===== src/rtl/alu_flag_pkg.sv =====
package alu_flag_pkg;

    typedef enum logic [2:0] {
        OP_ADD = 3'd0,
        OP_ADC = 3'd1,
        OP_SUB = 3'd2,
        OP_SBB = 3'd3,
        OP_AND = 3'd4,
        OP_OR  = 3'd5,
        OP_XOR = 3'd6,
        OP_CMP = 3'd7
    } alu_op_e;

    // bit 0 is carry, bit 5 is overflow
    typedef struct packed {
        logic ovf;
        logic sgn;
        logic zro;
        logic aux;
        logic par;
        logic cry;
    } alu_flags_t;

    typedef struct packed {
        alu_flags_t flags;
    } alu_state_t;

endpackage


===== src/rtl/alu_addsub.sv =====
module alu_addsub #(
    parameter int WIDTH = 32
) (
    input  logic [WIDTH-1:0] a_i,
    input  logic [WIDTH-1:0] b_i,
    input  logic             sub_i,
    input  logic             cin_i,
    output logic [WIDTH-1:0] sum_o,
    output logic             carry_o,
    output logic             aux_o,
    output logic             ovf_o
);
    logic [WIDTH-1:0] b_eff;
    logic             c_eff;
    logic [WIDTH:0]   ext;

    always_comb begin
        b_eff   = sub_i ? ~b_i : b_i;
        c_eff   = sub_i ? ~cin_i : cin_i;
        ext     = {1'b0, a_i} + {1'b0, b_eff} + {{WIDTH{1'b0}}, c_eff};
        sum_o   = ext[WIDTH-1:0];
        carry_o = ext[WIDTH] ^ sub_i;
        aux_o   = a_i[4] ^ b_i[4] ^ ext[4];
        ovf_o   = (a_i[WIDTH-1] == b_eff[WIDTH-1]) && (ext[WIDTH-1] != a_i[WIDTH-1]);
    end
endmodule


===== src/rtl/alu_logic.sv =====
module alu_logic #(
    parameter int WIDTH = 32
) (
    input  logic [WIDTH-1:0] a_i,
    input  logic [WIDTH-1:0] b_i,
    input  logic [1:0]       sel_i,
    output logic [WIDTH-1:0] y_o
);
    always_comb begin
        unique case (sel_i)
            2'b00:   y_o = a_i & b_i;
            2'b01:   y_o = a_i | b_i;
            2'b10:   y_o = a_i ^ b_i;
            default: y_o = '0;
        endcase
    end
endmodule


===== src/rtl/alu_flag_eval.sv =====
module alu_flag_eval #(
    parameter int WIDTH     = 32,
    parameter int PAR_BITS  = 8
) (
    input  logic [WIDTH-1:0] res_i,
    output logic             zero_o,
    output logic             sign_o,
    output logic             par_o
);
    localparam int MSB = WIDTH - 1;

    always_comb begin
        zero_o = (res_i == '0);
        sign_o = res_i[MSB];
        par_o  = ~^res_i[PAR_BITS-1:0];
    end
endmodule


===== src/rtl/flag_alu.sv =====
module flag_alu
    import alu_flag_pkg::*;
#(
    parameter int WIDTH = 32
) (
    input  logic             clk_i,
    input  logic             rst_ni,
    input  logic [WIDTH-1:0] op_a_i,
    input  logic [WIDTH-1:0] op_b_i,
    input  logic [2:0]       opcode_i,
    input  logic             flag_we_i,
    output logic [WIDTH-1:0] result_o,
    output logic [5:0]       flags_o
);
    localparam int PAR_BITS = 8;

    alu_op_e    op;
    alu_state_t state_d, state_q;

    logic             is_sub, use_cin, is_logic, is_cmp;
    logic             as_cin;
    logic [WIDTH-1:0] as_sum, lg_y, res_int;
    logic             as_carry, as_aux, as_ovf;
    logic             ev_zero, ev_sign, ev_par;

    assign op = alu_op_e'(opcode_i);

    always_comb begin
        is_logic = (op == OP_AND) || (op == OP_OR) || (op == OP_XOR);
        is_cmp   = (op == OP_CMP);
        is_sub   = (op == OP_SUB) || (op == OP_SBB) || is_cmp;
        use_cin  = (op == OP_ADC) || (op == OP_SBB);
        as_cin   = use_cin & state_q.flags.cry;
    end

    alu_addsub #(.WIDTH(WIDTH)) u_addsub (
        .a_i     (op_a_i),
        .b_i     (op_b_i),
        .sub_i   (is_sub),
        .cin_i   (as_cin),
        .sum_o   (as_sum),
        .carry_o (as_carry),
        .aux_o   (as_aux),
        .ovf_o   (as_ovf)
    );

    alu_logic #(.WIDTH(WIDTH)) u_logic (
        .a_i   (op_a_i),
        .b_i   (op_b_i),
        .sel_i (opcode_i[1:0]),
        .y_o   (lg_y)
    );

    assign res_int = is_logic ? lg_y : as_sum;

    alu_flag_eval #(.WIDTH(WIDTH), .PAR_BITS(PAR_BITS)) u_eval (
        .res_i  (res_int),
        .zero_o (ev_zero),
        .sign_o (ev_sign),
        .par_o  (ev_par)
    );

    always_comb begin
        state_d = state_q;
        if (flag_we_i) begin
            state_d.flags.cry = is_logic ? 1'b0 : as_carry;
            state_d.flags.ovf = is_logic ? 1'b0 : as_ovf;
            state_d.flags.aux = is_logic ? 1'b0 : as_aux;
            state_d.flags.zro = ev_zero;
            state_d.flags.sgn = ev_sign;
            state_d.flags.par = ev_par;
        end
    end

    always_ff @(posedge clk_i or negedge rst_ni) begin
        if (!rst_ni) state_q <= '0;
        else         state_q <= state_d;
    end

    assign result_o = is_cmp ? op_a_i : res_int;
    assign flags_o  = state_q.flags;
endmodule


===== config.mk =====
export PLATFORM = sky130hd
export DESIGN_NAME = flag_alu
export DESIGN_NICKNAME = d
export VERILOG_FILES = /design/src/rtl/alu_flag_pkg.sv /design/src/rtl/alu_addsub.sv /design/src/rtl/alu_logic.sv /design/src/rtl/alu_flag_eval.sv /design/src/rtl/flag_alu.sv
export SDC_FILE = /design/constraint.sdc
export NUM_CORES = 1
export LEC_CHECK = 0
export CAP_MARGIN = 5
export CORE_AREA = 5 5 103 105
export CTS_CLUSTER_DIAMETER = 80
export DETAILED_ROUTE_END_ITERATION = 10
export DIE_AREA = 0 0 108 110
export PLACE_DENSITY = 0.87
export SYNTH_ARGS = -nofsm -noshare
export SYNTH_HDL_FRONTEND = slang
export SYNTH_HIERARCHICAL = 1
export SYNTH_SLANG_ARGS = --single-unit

===== constraint.sdc =====
create_clock -name clk_i -period 22.3 [get_ports clk_i]
set_clock_uncertainty 0.15 [all_clocks]
set_input_delay 5.575 -clock clk_i [delete_from_list [all_inputs] [get_ports clk_i]]
set_output_delay 5.575 -clock clk_i [all_outputs]
set_load 0.05 [all_outputs]

# After elaboration in Yosys (flattened, before gate mapping)
# Index checks and enable logic that the tools add are counted.
# totals
out_inout_bits	38
register_bits	6
rom_bits	0
memories	0
latch_bits	0
ramBits	0
# op_classes
mux	8
eq_ne	11
div	0
bitwise_logic	9
addsub	2
n_shift	0
magnitude_cmp	0
reduce_logical	9
n_mul	0
# op_table
operator	count
$mux W32	3
$pmux W32 S3	1
$add A32 B32 Y33	1
$add A33 B1 Y33	1
$and A32 B32 Y32	1
$logic_not A32 Y1	1
$not A32 Y32	1
$or A32 B32 Y32	1
$xor A32 B32 Y32	1
$eq A3 B3 Y1 const B	4
$reduce_xnor A8 Y1	1
$eq A3 B2 Y1 const B	2
$logic_or A1 B1 Y1	5
$mux W1	4
$eq A3 B1 Y1 const B	1
$xor A1 B1 Y1	3
$eq A2 B1 Y1 const B	1
$eq A2 B2 Y1 const B	1
$logic_not A2 Y1	1
$and A1 B1 Y1	1
$eq A1 B1 Y1	1
$logic_and A1 B1 Y1	1
$ne A1 B1 Y1	1
$not A1 Y1	1

# Depth between registers and ports, before layout
# Gate-level depths: netlist of run 1.
# depth
word_depth	9
ltp_mapped	21
depth_no_buf	18

# Hierarchy
# Netlist of run 1, hierarchy kept.
# modules_own_cells
module	seq_area_each_um2	cells_per_inst	area_each_um2	n_inst
alu_addsub	0.0	287	2090.8	1
alu_logic	0.0	204	1691.6	1
flag_alu	150.1	203	1441.4	1
alu_flag_eval	0.0	26	197.7	1

# Worst setup path before layout of run 1
# OpenSTA, ideal clock, no wires.
# synth_timing
path_type	input to output
startpoint	in opcode_i[2]
endpoint	out result_o[28]
required_ns	16.575
cell_stages	17
path_slack_ns	6.890
arrival_time_ns	9.685
path_buffers	4
path_cell_list	buf_2 -> buf_1 -> a21boi_1 -> clkbuf_1 -> clkbuf_1 -> xor2_1 -> fa_1 -> fa_1 -> a211oi_1 -> o211ai_1 -> nand3_1 -> o211a_1 -> a31o_2 -> mux2i_1 -> nor2_1 -> inv_1 -> o221ai_1
# synth_between
elab_chain_len	8
word_cells_on_any_way	20
classes_between	add/sub (2); eq/ne (7); mux (4); bitwise (2); reduce/logical (5)
# synth_rtl
element	line	source
from (decl)	flag_alu.sv:10	input logic [2:0] opcode_i,
$eq A3 B2 Y1	flag_alu.sv:31	is_sub = (op == OP_SUB) || (op == OP_SBB) || is_cmp;
$logic_or A1 B1 Y1	flag_alu.sv:31	
$logic_or A1 B1 Y1 (*)	flag_alu.sv:31	
via is_sub	flag_alu.sv:20	logic is_sub, use_cin, is_logic, is_cmp;
$mux W32	alu_addsub.sv:18	b_eff = sub_i ? ~b_i : b_i;
$add A32 B32 Y33	alu_addsub.sv:20	ext = {1'b0, a_i} + {1'b0, b_eff} + {{WIDTH{1'b0}}, c_eff};
$add A33 B1 Y33 (*)	alu_addsub.sv:20	
via as_sum[28]	flag_alu.sv:22	logic [WIDTH-1:0] as_sum, lg_y, res_int;
$mux W32 (*)	flag_alu.sv:54	assign res_int = is_logic ? lg_y : as_sum;
$mux W32 (*)	flag_alu.sv:80	assign result_o = is_cmp ? op_a_i : res_int;
to (decl)	flag_alu.sv:12	output logic [WIDTH-1:0] result_o,
# The timed path passes the listed nets; every way through them passes the cells marked *.

# Final worst setup path of run 1
# layout_timing
startpoint	in opcode_i[0]
endpoint	out result_o[26]
# Same word-level chain as after synthesis.

==> out/results.ini, run 1 <==
[global_routing]
grt_max_degree=69
top_usage_layer=met2
grt_pass1_wl_mm=24.81
antenna_found_initial=0
grt_util_met1_pct=31.56
grt_pass1_vias=5370
grtUsageTotal_pct=24.70
use_met3_pct=1.980
gr-usage-met2_pct=44.80
gr-total-overflow=0

[critical_path]
crit-reg2reg-capture=flags_o[3]
rr_worst_depth=18
crit_path_max_incr_delay_ns=0.84
arrival_ns=10.85
r2r_slack_ns=18.16
reg2reg_from=flags_o[0]
critPathTopFamily=buffers and inverters
cp-end-kind=primary output
path_cells=buf_2, buf_4, inv_1, a21boi_4, buf_4, xor2_1, fa_1, fa_1, a211oi_1, o211ai_1, nand3_1, nand2_1, a31oi_1, o211ai_1, xor2_1, inv_1, o221ai_1, clkdlybuf4s50_1
crit_buf_inv=6
crit_path_start_kind=input port
critPathMaxFanout=68
cp.required_ns=16.58
crit_type=in2out
cp_slowest_cell=clkdlybuf4s50_1

[clocking]
cts.sinks=6
clock_latency_ns=0.22
cts-root-buf=clkbuf_8
clockBufferDepth=2
post_cts_buffers=0
cts_hold_buf=0
clkTransAtPathRegs_ns=0.03
cts_tree=built
cts.repair.resized=0
cts_made_buffers=3
htreeDepth=1

[min_path]
hold_path_end=flags_o[1]
worst_hold_startpoint=flags_o[1]
holdPathStages=1
hold_path.class=reg2reg

[logic_synthesis]
ys_seq_area_share_pct=2.769
async_flop_share_pct=100.0
synth_edf_count=0
synth_fp_nets=891
synth_seq_cells=6
ys.flop_type=dfrtp_1
synth_cell_type_count=63
syn-instance-count=720
ys_warn_count=6
syn_area_sq_um=5421
postSynthAreaPerCell_sq_um=7.530

[power_and_ir_drop]
p_per_area_nw_per_um2=52.90
power.leakage_nw=3.251
peakVddDrop_uv=30.60

[place]
dp_hpwl_mm=11.95
gp_congestion=0.9457
port_buffers=107
dp_cells=914

[drt]
drt_iter0_drc=277
antenna_left=0
vias=5492
routed_via_density=5.989
wirelength_mm=15.32
wl_per_cell_um=16.71
drt-pass1-iter-count=5
drcViolationCount=0

[floorplan]
coreArea_sq_um=9549
die_area_sq_um=11880
rows=36
io_pins=108
fp.dieW_um=108
start_util_pct=56.77
die_h_um=110

[cells_and_area]
finalNonFillerCells=917
antenna_cells=0
syn_to_final_growth_pct=18.02
final_cell_mix=142 x inv_1, 104 x clkdlybuf4s50_1, 99 x ha_1
final_common_cell=inv_1
largest_register_ff_count=6
drive_above_1_share_pct=3.444
layout.nets=957

[timing]
rsz0062_at_grt=no
relSlewSlack_pct=40.28
worst_pin_slew_ns=0.8959
min_period_ns=16.58
setup-violations-final=0
post-route-period-util_pct=74.34
timing.fmax_mhz=60.32
hold_viol=0
finalSetupTns_ns=0
final_max_slew_viol_count=0

[run]
cap_violations=0

[run_status]
status=finished clean

Yosys cell counts (all sizes together), types with 2 or more instances:
| library cell | number | area share (%) |
|---|---|---|
| a211oi | 3 | 0.42 |
| a21boi | 3 | 0.42 |
| a21o | 10 | 1.4 |
| a21oi | 32 | 3.0 |
| a31o | 4 | 0.65 |
| a31oi | 6 | 0.81 |
| buf | 25 | 4.0 |
| clkbuf | 24 | 1.8 |
| clkdlybuf4s15 | 2 | 0.37 |
| dfrtp | 6 | 2.8 |
| fa | 2 | 0.74 |
| ha | 99 | 23 |
| inv | 142 | 9.8 |
| mux2 | 3 | 0.62 |
| mux2i | 65 | 12 |
| nand2 | 25 | 1.7 |
| nand2b | 2 | 0.37 |
| nand3 | 4 | 0.37 |
| nand4 | 43 | 5.0 |
| nor2 | 17 | 1.2 |
| nor2b | 3 | 0.35 |
| nor3 | 5 | 0.55 |
| nor4 | 6 | 0.92 |
| o2111ai | 2 | 0.32 |
| o211a | 2 | 0.37 |
| o211ai | 9 | 1.3 |
| o21a | 5 | 0.69 |
| o21ai | 18 | 1.7 |
| o21bai | 5 | 0.69 |
| o221ai | 32 | 5.4 |
| o22ai | 32 | 3.8 |
| xnor2 | 18 | 2.9 |
| xor2 | 51 | 8.2 |
area by class of cell:
| type | instances | area, sq um |
|---|---|---|
| multi-input combinational | 521 | 4414 |
| inverter | 142 | 533.0 |
| tap | 133 | 166.4 |
| sequential | 6 | 150.1 |
| clock buffer | 3 | 41.29 |
| fill | 821 | 3151 |
| timing repair buffer | 112 | 1094 |
through the flow:
| stage | area [sq um] | worst slack, ns | hold slack, ns | utilization, % | power [mW] |
|---|---|---|---|---|---|
| 3_5_place_dp | 6357 | 5.701 | 0.3289 | 66.57 | 0.3194 |
| 5_1_grt | 6399 | 5.339 | 0.3736 | 67.01 | 0.3642 |
| 3_3_place_gp | 6357 | 5.882 | 0.3281 | 66.57 | 0.3135 |
| 6_report | 6399 | 5.722 | 0.3468 | 67.01 | 0.3385 |
| 4_1_cts | 6399 | 5.695 | 0.3506 | 67.01 | 0.3375 |
| 2_1_floorplan | 5421 | 6.890 | 0.6781 | - | 0.2353 |
worst max path at each step:
stage           startpoint      endpoint  slack (ns)  cells after the start
6_report       opcode_i[0]  result_o[26]        5.72                     18
3_3_place_gp   opcode_i[0]  result_o[26]        5.88                     18
2_1_floorplan  opcode_i[2]  result_o[28]        6.89                     17
4_1_cts        opcode_i[0]  result_o[26]        5.69                     18
5_1_grt        opcode_i[0]  result_o[26]        5.34                     18
3_5_place_dp   opcode_i[0]  result_o[26]        5.70                     18
cell families (layout without fill, tap and decap cells):
family	after synthesis	count (layout)	share of synthesized area, %
and+or+nand+nor	112	112	11.59
muxes	68	68	12.62
adders and majority gates	101	101	23.59
buffers and inverters	193	257	16.02
AOI/OAI and AO/OA	171	171	22.27
DFF	6	6	2.769
xor gates and xnor gates	69	69	11.15
routing by layer:
metal	vias to the layer above	part of all wire, %
li1	2683	-
met1	2587	44
met2	193	49
met3	29	5.1
met4	0	2.3
met5	-	0
power breakdown:
part / leakage, nW / internal [mW] / switching [mW] / total, mW
Clock: 0.0216 / 0.0115 / 0.00408 / 0.0156
Sequential: 0.0767 / 0.0138 / 0.00161 / 0.0154
Combinational: 3.15 / 0.118 / 0.190 / 0.307
No activity file was read; power rests on OpenSTA's default activity.
==> run 2, diff against run 1 <==
--- a/config.mk
+++ b/config.mk
@@ -6,11 +6,11 @@
 export NUM_CORES = 1
 export LEC_CHECK = 0
 export CAP_MARGIN = 5
-export CORE_AREA = 5 5 103 105
+export CORE_AREA = 5 5 106 108
 export CTS_CLUSTER_DIAMETER = 80
 export DETAILED_ROUTE_END_ITERATION = 10
-export DIE_AREA = 0 0 108 110
-export PLACE_DENSITY = 0.87
+export DIE_AREA = 0 0 111 113
+export PLACE_DENSITY = 0.83
 export SYNTH_ARGS = -nofsm -noshare
 export SYNTH_HDL_FRONTEND = slang
 export SYNTH_HIERARCHICAL = 1
==> constraint.sdc (replaced) <==
create_clock -name clk_i -period 17.2 [get_ports clk_i]
set_clock_uncertainty 0.15 [all_clocks]
set_input_delay 4.3 -clock clk_i [delete_from_list [all_inputs] [get_ports clk_i]]
set_output_delay 4.3 -clock clk_i [all_outputs]
set_load 0.05 [all_outputs]
==> out/results.ini, run 2 (same netlist as run 1, synthesis figures left out) <==
[run]
cap_violations=0  ; unchanged

[critical_path]
crit_path_max_incr_delay_ns=0.84  ; about the same
critPathMaxFanout=20  ; -71%
cp.required_ns=12.75  ; -3.83 ns
cp-end-kind=primary output
crit_buf_inv=5  ; -1
crit_path_start_kind=input port
arrival_ns=8.74  ; -2.11 ns
critPathTopFamily=compound AO/OA/AOI/OAI gates
path_cells=buf_2, inv_1, a21boi_4, buf_4, xor2_1, ha_1, a21oi_1, o21ai_0, a2111o_1, a31oi_1, o21bai_1, a31oi_1, xnor2_1, inv_1, o221ai_1, clkdlybuf4s50_1
cp_slowest_cell=clkdlybuf4s50_1
crit_type=in2out

[drt]
wirelength_mm=14.75  ; -3.8%
drt-pass1-iter-count=5  ; unchanged
vias=5475  ; -0.31%
routed_via_density=5.951  ; -0.63%
drcViolationCount=0  ; unchanged
antenna_left=0  ; unchanged
wl_per_cell_um=16.03  ; -4.1%
drt_iter0_drc=333  ; +20%

[min_path]
hold_path.class=reg2reg

[clocking]
cts.repair.resized=0  ; unchanged
cts_hold_buf=0  ; unchanged
cts_tree=built
cts_made_buffers=3  ; unchanged
clkTransAtPathRegs_ns=0.03  ; about the same
cts-root-buf=clkbuf_8
clock_latency_ns=0.22  ; about the same
cts.sinks=6  ; unchanged
htreeDepth=1  ; unchanged
clockBufferDepth=2  ; unchanged
post_cts_buffers=0  ; unchanged

[floorplan]
rows=37  ; +2.8%
fp.dieW_um=111  ; +2.8%
coreArea_sq_um=10140  ; +6.2%
die_area_sq_um=12540  ; +5.6%
die_h_um=113  ; +2.7%
start_util_pct=53.47  ; -3.3 points
io_pins=108  ; unchanged

[cells_and_area]
antenna_cells=0  ; unchanged
final_cell_mix=142 x inv_1, 104 x clkdlybuf4s50_1, 99 x ha_1
largest_register_ff_count=6  ; unchanged
layout.nets=957  ; unchanged
drive_above_1_share_pct=3.444  ; unchanged
final_common_cell=inv_1
finalInstanceArea_sq_um=6402  ; about the same
syn_to_final_growth_pct=18.09  ; about the same
final_core_util_pct=63.15  ; -3.9 points

[global_routing]
grtUsageTotal_pct=22.38  ; -2.3 points
grt_pass1_wl_mm=24.91  ; +0.42%
antenna_found_initial=0  ; unchanged
gr-total-overflow=0  ; unchanged
grt_max_degree=67  ; -2.9%
grt_pass1_vias=5403  ; +0.61%

[timing]
final_max_slew_viol_count=0  ; unchanged
hold_viol=0  ; unchanged
setup_slack_ns=4.007  ; -1.715 ns
finalSetupTns_ns=0  ; unchanged
relSlewSlack_pct=39.77  ; -0.50 points
rsz0062_at_grt=no
setup-violations-final=0  ; unchanged
timing.fmax_mhz=75.80
post-route-period-util_pct=76.70
min_period_ns=13.19
whs_ns=0.3336  ; -0.01317 ns
worst_pin_slew_ns=0.9034  ; +0.007513 ns

[power_and_ir_drop]
pwr-share-comb_pct=90.7  ; about the same
pwr-share-seq_pct=4.7  ; about the same
p_clk_share_pct=4.7  ; about the same
peakVddDrop_uv=36.06  ; +18%
power.switching_mw=0.2501  ; +28%
p_sw_share_pct=57.39  ; -0.32 points
p_per_area_nw_per_um2=68.07  ; +29%
power.leakage_nw=3.251  ; unchanged
intPower_mw=0.1857  ; +30%

[place]
gp_congestion=0.9437  ; -0.21%
pre_cts_ws_ns=4.046  ; -1.654 ns
dp_hpwl_mm=11.51  ; -3.7%
place_area_sq_um=6361  ; about the same
port_buffers=107  ; unchanged

[run_status]
status=finished clean

==> run 2: worst register-to-register path, delay by kind of cell, from the launching register on <==
family / cells / cell delay (ns)
DFF: 1 / 0.41
xor gates and xnor gates: 2 / 0.31
muxes: 2 / 0.21
AOI/OAI and AO/OA: 4 / 0.96
buffers and inverters: 1 / 0.09
and+or+nand+nor: 6 / 1.02
adders and majority gates: 2 / 0.92
==> run 2: power groups by stage <==
stage	Clock (mW)	Sequential, mW	Combinational [mW]
after floorplan	0	0.0321	0.273
after global placement	0	0.0200	0.384
after detailed placement	0	0.0205	0.390
after CTS	0.0204	0.0203	0.393
after global routing	0.0214	0.0208	0.428
final	0.0203	0.0203	0.395
==> run 2: per-layer routing <==
layer / vias to the layer above / track usage (%) / wire length [um] / share of wire (%)
met5: - / 0 / 0 / 0
met4: 0 / 5.008 / 233 / 1.6
met3: 19 / 2.086 / 698 / 4.7
met2: 175 / 41.22 / 7402 / 50
met1: 2605 / 28.25 / 6412 / 43
li1: 2676 / - / - / -
==> run 2: per-stage QoR <==
stage / total power [mW] / cells
after floorplan: 0.3051 / 720
after global placement: 0.4040 / 917
after detailed placement: 0.4108 / 917
after CTS: 0.4340 / 920
after global routing: 0.4706 / 920
final: 0.4358 / 920
==> run 2: cell type report <==
| type | count | area, sq um |
|---|---|---|
| clock buffers | 3 | 41.29 |
| fillers | 866 | 3736 |
| inverters | 142 | 533.0 |
| multi-input cells | 521 | 4414 |
| flip-flops and latches | 6 | 150.1 |
| well taps | 136 | 170.2 |
| repair buffers | 112 | 1094 |
==> run 2: final timing paths <==
kind,slack [ns],depth (start not counted),start,to
worst max-delay path,4.01,16,opcode_i[0],result_o[29]
worst min-delay path,0.33,1,flags_o[1],flags_o[1]
worst max register to register,13.05,17,flags_o[0],flags_o[3]
worst min register to register,0.33,1,flags_o[1],flags_o[1]
max in group asynchronous,12.53,1,rst_ni,flags_o[3]
min in group asynchronous,4.17,1,rst_ni,flags_o[4]
==> run 3, diff against run 2 <==
==> constraint.sdc (replaced) <==
create_clock -name clk_i -period 12.15 [get_ports clk_i]
set_clock_uncertainty 0.15 [all_clocks]
set_input_delay 3.0375 -clock clk_i [delete_from_list [all_inputs] [get_ports clk_i]]
set_output_delay 3.0375 -clock clk_i [all_outputs]
set_load 0.05 [all_outputs]
==> out/results.ini, run 3 (same netlist as run 1, synthesis figures left out) <==
[global_routing]
gr-total-overflow=0  ; unchanged
antenna_found_initial=0  ; unchanged
grt_max_degree=68  ; +1.5%
grt_pass1_wl_mm=24.27  ; -2.6%
grtUsageTotal_pct=22.05  ; -0.33 points
grt_pass1_vias=5292  ; -2.1%

[floorplan]
start_util_pct=53.47  ; unchanged
fp.dieW_um=111  ; unchanged
rows=37  ; unchanged
io_pins=108  ; unchanged
coreArea_sq_um=10140  ; unchanged
die_area_sq_um=12540  ; unchanged
die_h_um=113  ; unchanged

[timing]
rsz0062_at_grt=no
whs_ns=0.3407  ; +0.007074 ns
finalSetupTns_ns=0  ; unchanged
min_period_ns=10.70
worst_pin_slew_ns=0.9075  ; +0.004157 ns
final_max_slew_viol_count=0  ; unchanged
setup_slack_ns=1.446  ; -2.561 ns
post-route-period-util_pct=88.09
timing.fmax_mhz=93.43
setup-violations-final=0  ; unchanged
hold_viol=0  ; unchanged
relSlewSlack_pct=39.50  ; -0.28 points

[drt]
drt-pass1-iter-count=5  ; unchanged
drt_iter0_drc=368  ; +11%
antenna_left=0  ; unchanged
drcViolationCount=0  ; unchanged
wirelength_mm=14.60  ; -1.0%
routed_via_density=5.824  ; -2.1%
wl_per_cell_um=15.87  ; -1.0%
vias=5358  ; -2.1%

[clocking]
clockBufferDepth=2  ; unchanged
cts-root-buf=clkbuf_8
cts.sinks=6  ; unchanged
htreeDepth=1  ; unchanged
post_cts_buffers=0  ; unchanged
cts_hold_buf=0  ; unchanged
cts_made_buffers=3  ; unchanged
clock_latency_ns=0.22  ; about the same
cts.repair.resized=0  ; unchanged
cts_tree=built
clkTransAtPathRegs_ns=0.03  ; about the same

[critical_path]
cp.required_ns=8.96  ; -3.79 ns
crit_type=in2out
arrival_ns=7.52  ; -1.22 ns
cp_slowest_cell=clkdlybuf4s50_1
cp-end-kind=primary output
critPathMaxFanout=67  ; +240%
crit_path_start_kind=input port
crit_path_max_incr_delay_ns=0.84  ; about the same
path_cells=buf_2, buf_4, nand2_1, nor2_1, xor2_1, fa_1, fa_1, a211oi_1, o211ai_1, nand3_1, nand2_1, a31oi_1, o211ai_1, xor2_1, inv_1, o221ai_1, clkdlybuf4s50_1
r2r_slack_ns=8.02  ; -5.03 ns

[min_path]
hold_path.class=reg2reg

[cells_and_area]
drive_above_1_share_pct=3.444  ; unchanged
final_cell_mix=142 x inv_1, 104 x clkdlybuf4s50_1, 99 x ha_1
syn_to_final_growth_pct=18.09  ; unchanged
antenna_cells=0  ; unchanged
finalInstanceArea_sq_um=6402  ; unchanged
layout.nets=957  ; unchanged
largest_register_ff_count=6  ; unchanged
final_common_cell=inv_1

[place]
gp_congestion=0.9300  ; -1.5%
dp_hpwl_mm=11.51  ; about the same
place_area_sq_um=6361  ; unchanged
pre_cts_ws_ns=1.504  ; -2.542 ns
port_buffers=107  ; unchanged

[power_and_ir_drop]
intPower_mw=0.2625  ; +41%
pwr-share-seq_pct=4.6  ; about the same
power.leakage_nw=3.251  ; unchanged
p_per_area_nw_per_um2=96.11  ; +41%
peakVddDrop_uv=46.80  ; +30%
power.switching_mw=0.3528  ; +41%
p_clk_share_pct=4.7  ; about the same
p_sw_share_pct=57.34  ; about the same
p_total_mw=0.6153  ; +41%
pwr-share-comb_pct=90.7  ; about the same

[run]
cap_violations=0  ; unchanged

[run_status]
status=finished clean

[run 3: cell counts in the layout (fill, tap and decap cells not counted)]
Identical to the previous run, type by type.
[run 3: path summary, 6_finish.rpt]
kind,cells after the start,endpoint,from
setup / recovery,17,result_o[26],opcode_i[0]
hold / removal,1,flags_o[1],flags_o[1]
setup reg to reg,18,flags_o[3],flags_o[0]
hold reg to reg,1,flags_o[1],flags_o[1]
max in group asynchronous,1,flags_o[1],rst_ni
min in group asynchronous,1,flags_o[0],rst_ni
[run 3: critical path: cells and delay by family]
| kind | cells | cell delay, ns |
|---|---|---|
| buffers and inverters | 4 | 1.58 |
| XOR/XNOR | 2 | 0.27 |
| adder cells (fa/ha/maj) | 2 | 0.92 |
| AO/OA/AOI/OAI | 5 | 1.09 |
| AND/OR/NAND/NOR | 4 | 0.60 |
[run 3: final cells by class]
type,count,area [sq um]
repair buffers,112,1094
multi-input cells,521,4414
clock buffers,3,41.29
well taps,136,170.2
inverters,142,533.0
fillers,893,3736
flip-flops and latches,6,150.1
[run 3: through the flow]
step	std cells	utilization, %
finish	920	63.15
global route	920	63.15
CTS	920	63.15
detailed placement	917	62.74
global placement	917	62.74
floorplan	720	-
[run 3: per-layer routing]
layer / track usage, % / part of all wire, % / wire [um] / vias to the layer above
met1: 28.59 / 45 / 6635 / 2491
met5: 0 / 0 / 0 / -
met2: 40.05 / 49 / 7129 / 168
li1: - / - / - / 2681
met4: 4.351 / 1.3 / 189 / 0
met3: 1.925 / 4.4 / 643 / 18
[run 3: power groups by stage]
stage                     registers (mW)  logic [mW]  clock network [mW]
after CTS                         0.0284       0.558              0.0294
after global placement            0.0283       0.546                   0
after detailed placement          0.0284       0.554                   0
after global routing              0.0291       0.606              0.0308
after floorplan                   0.0455       0.386                   0
final                             0.0283       0.558              0.0290
